$ cat src/rtl/irq_rec_pkg.sv
package irq_rec_pkg;

  typedef enum logic [0:0] {
    ST_IDLE  = 1'b0,
    ST_TAKEN = 1'b1
  } rec_state_e;

endpackage

$ cat src/rtl/irq_line_filter.sv
module irq_line_filter #(
  parameter int NUM_LINES = 7
) (
  input  logic                 clk,
  input  logic                 rst_n,
  input  logic [NUM_LINES-1:0] req_raw,
  output logic [NUM_LINES-1:0] req_qual
);

  logic [NUM_LINES-1:0] samp_a_q, samp_b_q, qual_q;
  logic [NUM_LINES-1:0] samp_a_d, samp_b_d, qual_d;
  logic [NUM_LINES-1:0] qual_en;

  for (genvar g = 0; g < NUM_LINES; g++) begin : g_line
    always_comb begin
      samp_a_d[g] = req_raw[g];
      samp_b_d[g] = samp_a_q[g];
      qual_en[g]  = (samp_a_q[g] == samp_b_q[g]);
      qual_d[g]   = qual_en[g] ? samp_b_q[g] : qual_q[g];
    end

    always_ff @(posedge clk or negedge rst_n) begin
      if (!rst_n) begin
        samp_a_q[g] <= 1'b0;
        samp_b_q[g] <= 1'b0;
        qual_q[g]   <= 1'b0;
      end else begin
        samp_a_q[g] <= samp_a_d[g];
        samp_b_q[g] <= samp_b_d[g];
        if (qual_en[g]) qual_q[g] <= qual_d[g];
      end
    end

    // the qualified value moves only after two equal samples
    p_qual_needs_stable_r2: assert property (@(posedge clk) disable iff (!rst_n)
      (qual_q[g] != $past(qual_q[g])) |-> ($past(samp_a_q[g]) == $past(samp_b_q[g])));
  end

  assign req_qual = qual_q;

endmodule

$ cat src/rtl/irq_prio_encode.sv
module irq_prio_encode #(
  parameter int NUM_LINES = 7,
  parameter int LVL_W     = $clog2(NUM_LINES + 1)
) (
  input  logic [NUM_LINES-1:0] req,
  output logic [LVL_W-1:0]     level
);

  always_comb begin
    level = '0;
    for (int i = 0; i < NUM_LINES; i++) begin
      if (req[i]) level = LVL_W'(i + 1);
    end
  end

  // a nonzero level points at an active line
  always_comb begin
    if (level != '0) begin
      p_level_is_active_r3: assert (req[level - LVL_W'(1)]);
    end
  end

endmodule

$ cat src/rtl/irq_accept_ctrl.sv
module irq_accept_ctrl
  import irq_rec_pkg::*;
#(
  parameter int NUM_LINES = 7,
  parameter int LVL_W     = $clog2(NUM_LINES + 1)
) (
  input  logic             clk,
  input  logic             rst_n,
  input  logic [LVL_W-1:0] level,
  input  logic [LVL_W-1:0] mask,
  input  logic             boundary,
  input  logic             ack,
  output logic             take_int,
  output logic [LVL_W-1:0] int_level
);

  localparam logic [LVL_W-1:0] TOP_LVL = LVL_W'(NUM_LINES);

  rec_state_e       state_q, state_d;
  logic [LVL_W-1:0] lvl_q, lvl_d;
  logic             lvl_en;
  logic             top_seen_q, top_seen_d;
  logic             armed_q, armed_d;
  logic             is_top, top_fresh, armed_eff;
  logic             eligible, accept, release_ack;

  always_comb begin
    is_top      = (level == TOP_LVL);
    top_fresh   = is_top && !top_seen_q;
    armed_eff   = is_top && (armed_q || top_fresh);
    eligible    = is_top ? armed_eff : ((level != '0) && (level > mask));
    accept      = (state_q == ST_IDLE) && boundary && eligible;
    release_ack = (state_q == ST_TAKEN) && ack;
    top_seen_d  = is_top;
    armed_d     = armed_eff && !accept;

    state_d = state_q;
    lvl_d   = lvl_q;
    lvl_en  = 1'b0;
    if (accept) begin
      state_d = ST_TAKEN;
      lvl_d   = level;
      lvl_en  = 1'b1;
    end else if (release_ack) begin
      state_d = ST_IDLE;
      lvl_d   = '0;
      lvl_en  = 1'b1;
    end
  end

  always_ff @(posedge clk or negedge rst_n) begin
    if (!rst_n) begin
      state_q    <= ST_IDLE;
      lvl_q      <= '0;
      top_seen_q <= 1'b0;
      armed_q    <= 1'b0;
    end else begin
      state_q    <= state_d;
      top_seen_q <= top_seen_d;
      armed_q    <= armed_d;
      if (lvl_en) lvl_q <= lvl_d;
    end
  end

  assign take_int  = (state_q == ST_TAKEN);
  assign int_level = lvl_q;

  // idle output carries no level
  p_idle_zero_r1: assert property (@(posedge clk) disable iff (!rst_n)
    !take_int |-> (int_level == '0));

  // acceptance only follows a boundary strobe
  p_take_needs_boundary_r7: assert property (@(posedge clk) disable iff (!rst_n)
    $rose(take_int) |-> $past(boundary));

  // a maskable level was above the mask when accepted
  p_mask_respected_r4: assert property (@(posedge clk) disable iff (!rst_n)
    ($rose(take_int) && (int_level != TOP_LVL)) |-> ((int_level != '0) && (int_level > $past(mask))));

  // a newly raised top level at an idle boundary is accepted
  p_top_bypass_r5: assert property (@(posedge clk) disable iff (!rst_n)
    ((state_q == ST_IDLE) && boundary && is_top && !top_seen_q) |=> take_int);

  // the accepted level is frozen while taken
  p_level_frozen_r8: assert property (@(posedge clk) disable iff (!rst_n)
    (take_int && $past(take_int)) |-> $stable(int_level));

  // acknowledge releases the taken state
  p_ack_clears_r9: assert property (@(posedge clk) disable iff (!rst_n)
    (take_int && ack) |=> !take_int);

endmodule

$ cat src/rtl/irq_level_recognizer.sv
module irq_level_recognizer #(
  parameter int NUM_LEVELS = 7,
  parameter int LVL_W      = $clog2(NUM_LEVELS + 1)
) (
  input  logic                  clk,
  input  logic                  rst_n,
  input  logic [NUM_LEVELS:1]   irq_n,
  input  logic [LVL_W-1:0]      mask,
  input  logic                  boundary,
  input  logic                  ack,
  output logic                  take_int,
  output logic [LVL_W-1:0]      int_level
);

  logic [NUM_LEVELS-1:0] req_raw;
  logic [NUM_LEVELS-1:0] req_qual;
  logic [LVL_W-1:0]      cur_level;

  assign req_raw = ~irq_n;

  irq_line_filter #(
    .NUM_LINES (NUM_LEVELS)
  ) u_filter (
    .clk      (clk),
    .rst_n    (rst_n),
    .req_raw  (req_raw),
    .req_qual (req_qual)
  );

  irq_prio_encode #(
    .NUM_LINES (NUM_LEVELS),
    .LVL_W     (LVL_W)
  ) u_encode (
    .req   (req_qual),
    .level (cur_level)
  );

  irq_accept_ctrl #(
    .NUM_LINES (NUM_LEVELS),
    .LVL_W     (LVL_W)
  ) u_ctrl (
    .clk       (clk),
    .rst_n     (rst_n),
    .level     (cur_level),
    .mask      (mask),
    .boundary  (boundary),
    .ack       (ack),
    .take_int  (take_int),
    .int_level (int_level)
  );

endmodule

$ cat config.mk
export PLATFORM = sky130hd
export DESIGN_NAME = irq_level_recognizer
export DESIGN_NICKNAME = d
export VERILOG_FILES = /design/src/rtl/irq_rec_pkg.sv /design/src/rtl/irq_line_filter.sv /design/src/rtl/irq_prio_encode.sv /design/src/rtl/irq_accept_ctrl.sv /design/src/rtl/irq_level_recognizer.sv
export SDC_FILE = /design/constraint.sdc
export NUM_CORES = 1
export LEC_CHECK = 0
export BUFFER_PORTS_ARGS = -buffer_cell sky130_fd_sc_hd__buf_2
export CORE_MARGIN = 10
export CORE_UTILIZATION = 45
export CTS_CLUSTER_SIZE = 12
export DETAILED_ROUTE_END_ITERATION = 10
export GPL_TIMING_DRIVEN = 1
export PLACE_DENSITY = 0.66
export SLEW_MARGIN = 20
export SYNTH_ARGS = -nofsm -noshare
export SYNTH_HDL_FRONTEND = slang
export SYNTH_SLANG_ARGS = --single-unit
export TNS_END_PERCENT = 20
$ cat constraint.sdc
create_clock -name clk -period 5.78 [get_ports clk]
set_input_delay 0.578 -clock clk [delete_from_list [all_inputs] [get_ports clk]]
set_output_delay 0.578 -clock clk [all_outputs]
set_load 0.02 [all_outputs]
==> impl_results.rst <==
.. list-table::
   :header-rows: 1

   * - Metric
     - Value
   * - Status
     - finished clean
   * - First-pass detailed-route iteration total
     - 4
   * - Count of filler cells inserted in the layout
     - 200
   * - Leakage power
     - 0.600 nW
   * - Final Wtd Congestion
     - slightly above 0.8
   * - Worst Max-Slew Pin Slew
     - 0.572 ns
   * - Multi-input gate area
     - ~360 um^2
   * - Total core area
     - 0.00228 mm^2
   * - Max Cap Violations
     - 0
   * - Relative slew slack
     - 0.618
   * - Dominant register cell in the synthesized netlist
     - sky130_fd_sc_hd__dfrtp_1
   * - Synthesized netlist cell count
     - 84
   * - Number of remaining DRC errors
     - 0
   * - Cell type with the highest aggregate area in the netlist
     - sky130_fd_sc_hd__dfrtp_1
   * - Layout Nets
     - between 100 and 150
   * - Routed via count
     - 661
   * - Worst reg2reg path endpoint
     - u_ctrl.int_level[0]
   * - Seq cells post-synth
     - 27
   * - Switching power summed over all nets
     - between 0.1 and 0.15 mW
   * - RSZ-0062 raised after global routing
     - false
   * - Number of antenna violations at the first check in global routing
     - 0
   * - Horizontal extent of the die
     - just under 70 um
   * - Relative contribution of the clock network to total power
     - 0.201
   * - Layout cell share with drive strength beyond 1
     - 0.262
   * - Via count of the first global-routing pass
     - 702
   * - Die height
     - 69.5 um
   * - Insertion delay of the later-clocked pin in the worst-skew pair
     - 0.32 ns
   * - Total grt overflow
     - 0
   * - Met2 global-route usage
     - 0.121
   * - CP Launch Type
     - register
   * - Cell count of the worst reg-to-reg path
     - 7
   * - CTS H-Tree Depth
     - 1
   * - Combined area of all synthesized cells
     - 0.00110 mm^2
   * - TritonCTS clock tree
     - built
   * - Portion of total power attributed to sequential cells
     - 0.580
   * - Max-slew violation count
     - 0
   * - Routing usage on met1
     - 0.0905
   * - Number of nets with antenna violations after routing
     - 0
   * - 1st-iter DRT viols
     - 10
   * - Cell Count, Final, Fillers Out
     - 131
   * - Max frequency
     - 422 MHz
   * - Ys async rst share
     - 1.00
   * - Post-Place Cells
     - 127
   * - Area grow syn2layout
     - 11.9%
   * - Count of yosys warnings during synthesis
     - 0
   * - Count of hold-fix buffers inserted at cts
     - 0
   * - # port buffers
     - 17
   * - Final critical-path share of the clock period
     - 0.410
   * - Min-Delay Path Class
     - in -> async
   * - Clock root buffer
     - sky130_fd_sc_hd__clkbuf_4
   * - Number of buffers inserted during clock tree synthesis
     - 3
   * - Largest net degree at the start of global routing
     - 28
   * - Resized Gates After CTS
     - 0
   * - Mapped Avg Cell Area
     - 13.1 um^2
   * - Post-synth top area share
     - 0.613
   * - Post-synth EDFFs
     - 0
   * - Setup TNS
     - 0 ns
   * - List of most frequent post-synthesis cells
     - sky130_fd_sc_hd__dfrtp_1, sky130_fd_sc_hd__inv_1, sky130_fd_sc_hd__a21oi_1, sky130_fd_sc_hd__maj3_1, sky130_fd_sc_hd__ha_1
   * - Internal power of the cells
     - 0.278 mW
   * - Share of the yosys chip area belonging to registers
     - 0.613
   * - Busiest layer in global routing
     - met2
   * - Clock transition at the register clock pins on the worst setup and hold paths after CTS
     - ~0.13 ns
   * - Part of the power in combinational logic
     - 0.219
   * - Post-detailed-route wirelength per cell
     - 13.6 um
   * - Crit. End Element
     - register
   * - Clock Tree Buf Depth
     - 2
   * - Number of antenna diodes
     - 0
   * - CTS Sinks
     - 27
   * - Storage cell area
     - 676 um^2
   * - Register-to-register path setup slack
     - 3.41 ns
   * - Overall routed net length
     - approximately 1.8 mm
   * - Critical path peak fanout
     - 8
   * - Overall global routing resource usage
     - 0.0779
   * - Min cycle time layout
     - between 2 and 2.5 ns
   * - Count of unique library cells instantiated by Yosys
     - 26
   * - Total half-perimeter wirelength after legalization and detailed placement
     - between 1 and 1.5 mm
   * - Most repeated cell in the gate-level netlist after synthesis
     - sky130_fd_sc_hd__dfrtp_1
   * - Post-detailed-route via-to-cell ratio
     - slightly above 5
   * - Worst clock skew
     - roughly 0.00095 ns
   * - Starting density of the core
     - 0.484
   * - Wire length of the first global-routing pass
     - 3.12 mm
   * - Switching part of the total power
     - 0.300
   * - Number of placed I/O pins
     - 18
   * - Max IR drop VDD
     - 0.188 mV
   * - Syn Nets
     - 101
   * - Synth area leaders
     - sky130_fd_sc_hd__dfrtp_1, sky130_fd_sc_hd__maj3_1, sky130_fd_sc_hd__inv_1
   * - Post-CTS setup-driven buffer insertion count
     - 0
   * - Worst EP arrival
     - 2.62 ns
   * - Number of endpoints failing setup at the final stage
     - 0
   * - Row count
     - 17
   * - Die outline area
     - 0.00483 mm^2
   * - Final Hold Violating Endpoints
     - 0
   * - Critical path class
     - reg -> reg
   * - Required time worst endpoint
     - 6.03 ns
   * - Met3 Resource Use GR
     - 0.0257
   * - Cell area power density
     - 322 mW/mm^2
   * - Reg-to-reg critical path startpoint
     - u_filter.req_qual[6]
## kinds of logic (layout without fill, tap and decap cells)
| logic type | count (synthesis) | count (layout) | share of synthesized area |
|---|---|---|---|
| compound gates | 17 | 17 | 0.136 |
| simple gates | 12 | 12 | 0.0749 |
| buf+inv | 17 | 36 | 0.0647 |
| flops | 27 | 27 | 0.613 |
| fa+ha+maj | 10 | 10 | 0.0976 |
| mux | 1 | 1 | 0.0136 |
## cell type report
class | count | area share
flip-flops and latches | 27 | 0.548
multi-input cells | 40 | 0.288
repair buffers | 17 | 0.0690
inverters | 15 | 0.0456
well taps | 28 | 0.0284
clock buffers | 4 | 0.0213
## flip-flops by register name, summed over array words and instances, names as in the netlist
register and flops:
u_filter.samp_a_q 7, u_ctrl.int_level 3, u_ctrl.armed_q 1, u_ctrl.take_int 1, u_filter.req_qual 7, u_filter.samp_b_q 7, u_ctrl.top_seen_q 1
## critical path, stage by stage, from the launching register on
cell	delay, ns
sky130_fd_sc_hd__dfrtp_1	0.52
sky130_fd_sc_hd__nor4_4	0.39
sky130_fd_sc_hd__inv_1	0.09
sky130_fd_sc_hd__ha_1	0.31
sky130_fd_sc_hd__and3_1	0.20
sky130_fd_sc_hd__a2111oi_4	0.45
sky130_fd_sc_hd__a21oi_1	0.14
sky130_fd_sc_hd__a211oi_2	0.20
## per-layer routing
metal | vias to the layer above | part of all wire
met3 | 5 | 0.047
met4 | 0 | 0.024
met2 | 16 | 0.48
met1 | 321 | 0.45
met5 | - | 0
li1 | 319 | -
## per-stage QoR
stage          setup WS (ns)  hold WS (ns)   util  cell area, um^2  power (mW)
6_report                3.41         0.232  0.542             1230       0.397
5_1_grt                 3.26         0.263  0.542             1230       0.420
4_1_cts                 3.42         0.243  0.542             1230       0.402
3_5_place_dp            3.44         0.372  0.531             1210       0.322
3_3_place_gp            3.51         0.368  0.531             1210       0.320
2_1_floorplan           3.61         0.282      -             1100       0.293
## layout by cell type, fill, tap and decap left out, drive strengths merged, types with 2 or more instances in the layout
| cell type | Yosys | routed |
|---|---|---|
| clkbuf | 1 | 4 |
| ha | 3 | 3 |
| buf | 1 | 17 |
| a21oi | 7 | 7 |
| nor2 | 2 | 2 |
| a21o | 2 | 2 |
| maj3 | 7 | 7 |
| dfrtp | 27 | 27 |
| inv | 14 | 14 |
| nand3b | 2 | 2 |
| o211a | 2 | 2 |
| nand2 | 2 | 2 |
## how the worst max path moves through the flow
stage                     depth (start not counted)                  from  slack [ns]                   to
after floorplan                                   8  u_filter.req_qual[6]        3.61  u_ctrl.int_level[0]
after global placement                            7  u_filter.req_qual[6]        3.51  u_ctrl.int_level[0]
after detailed placement                          7  u_filter.req_qual[6]        3.44  u_ctrl.int_level[0]
after CTS                                         7  u_filter.req_qual[6]        3.42  u_ctrl.int_level[0]
after global routing                              7  u_filter.req_qual[6]        3.26  u_ctrl.int_level[0]
final                                             7  u_filter.req_qual[6]        3.41  u_ctrl.int_level[0]
## power by group through the flow
| stage | clock, mW | combinational [mW] | sequential, mW |
|---|---|---|---|
| 5_1_grt | 0.0889 | 0.0972 | 0.234 |
| 2_1_floorplan | 0 | 0.0504 | 0.243 |
| 3_5_place_dp | 0 | 0.0889 | 0.233 |
| 6_report | 0.0797 | 0.0870 | 0.230 |
| 3_3_place_gp | 0 | 0.0869 | 0.233 |
| 4_1_cts | 0.0829 | 0.0887 | 0.230 |
(Power assumes the default switching activity.)
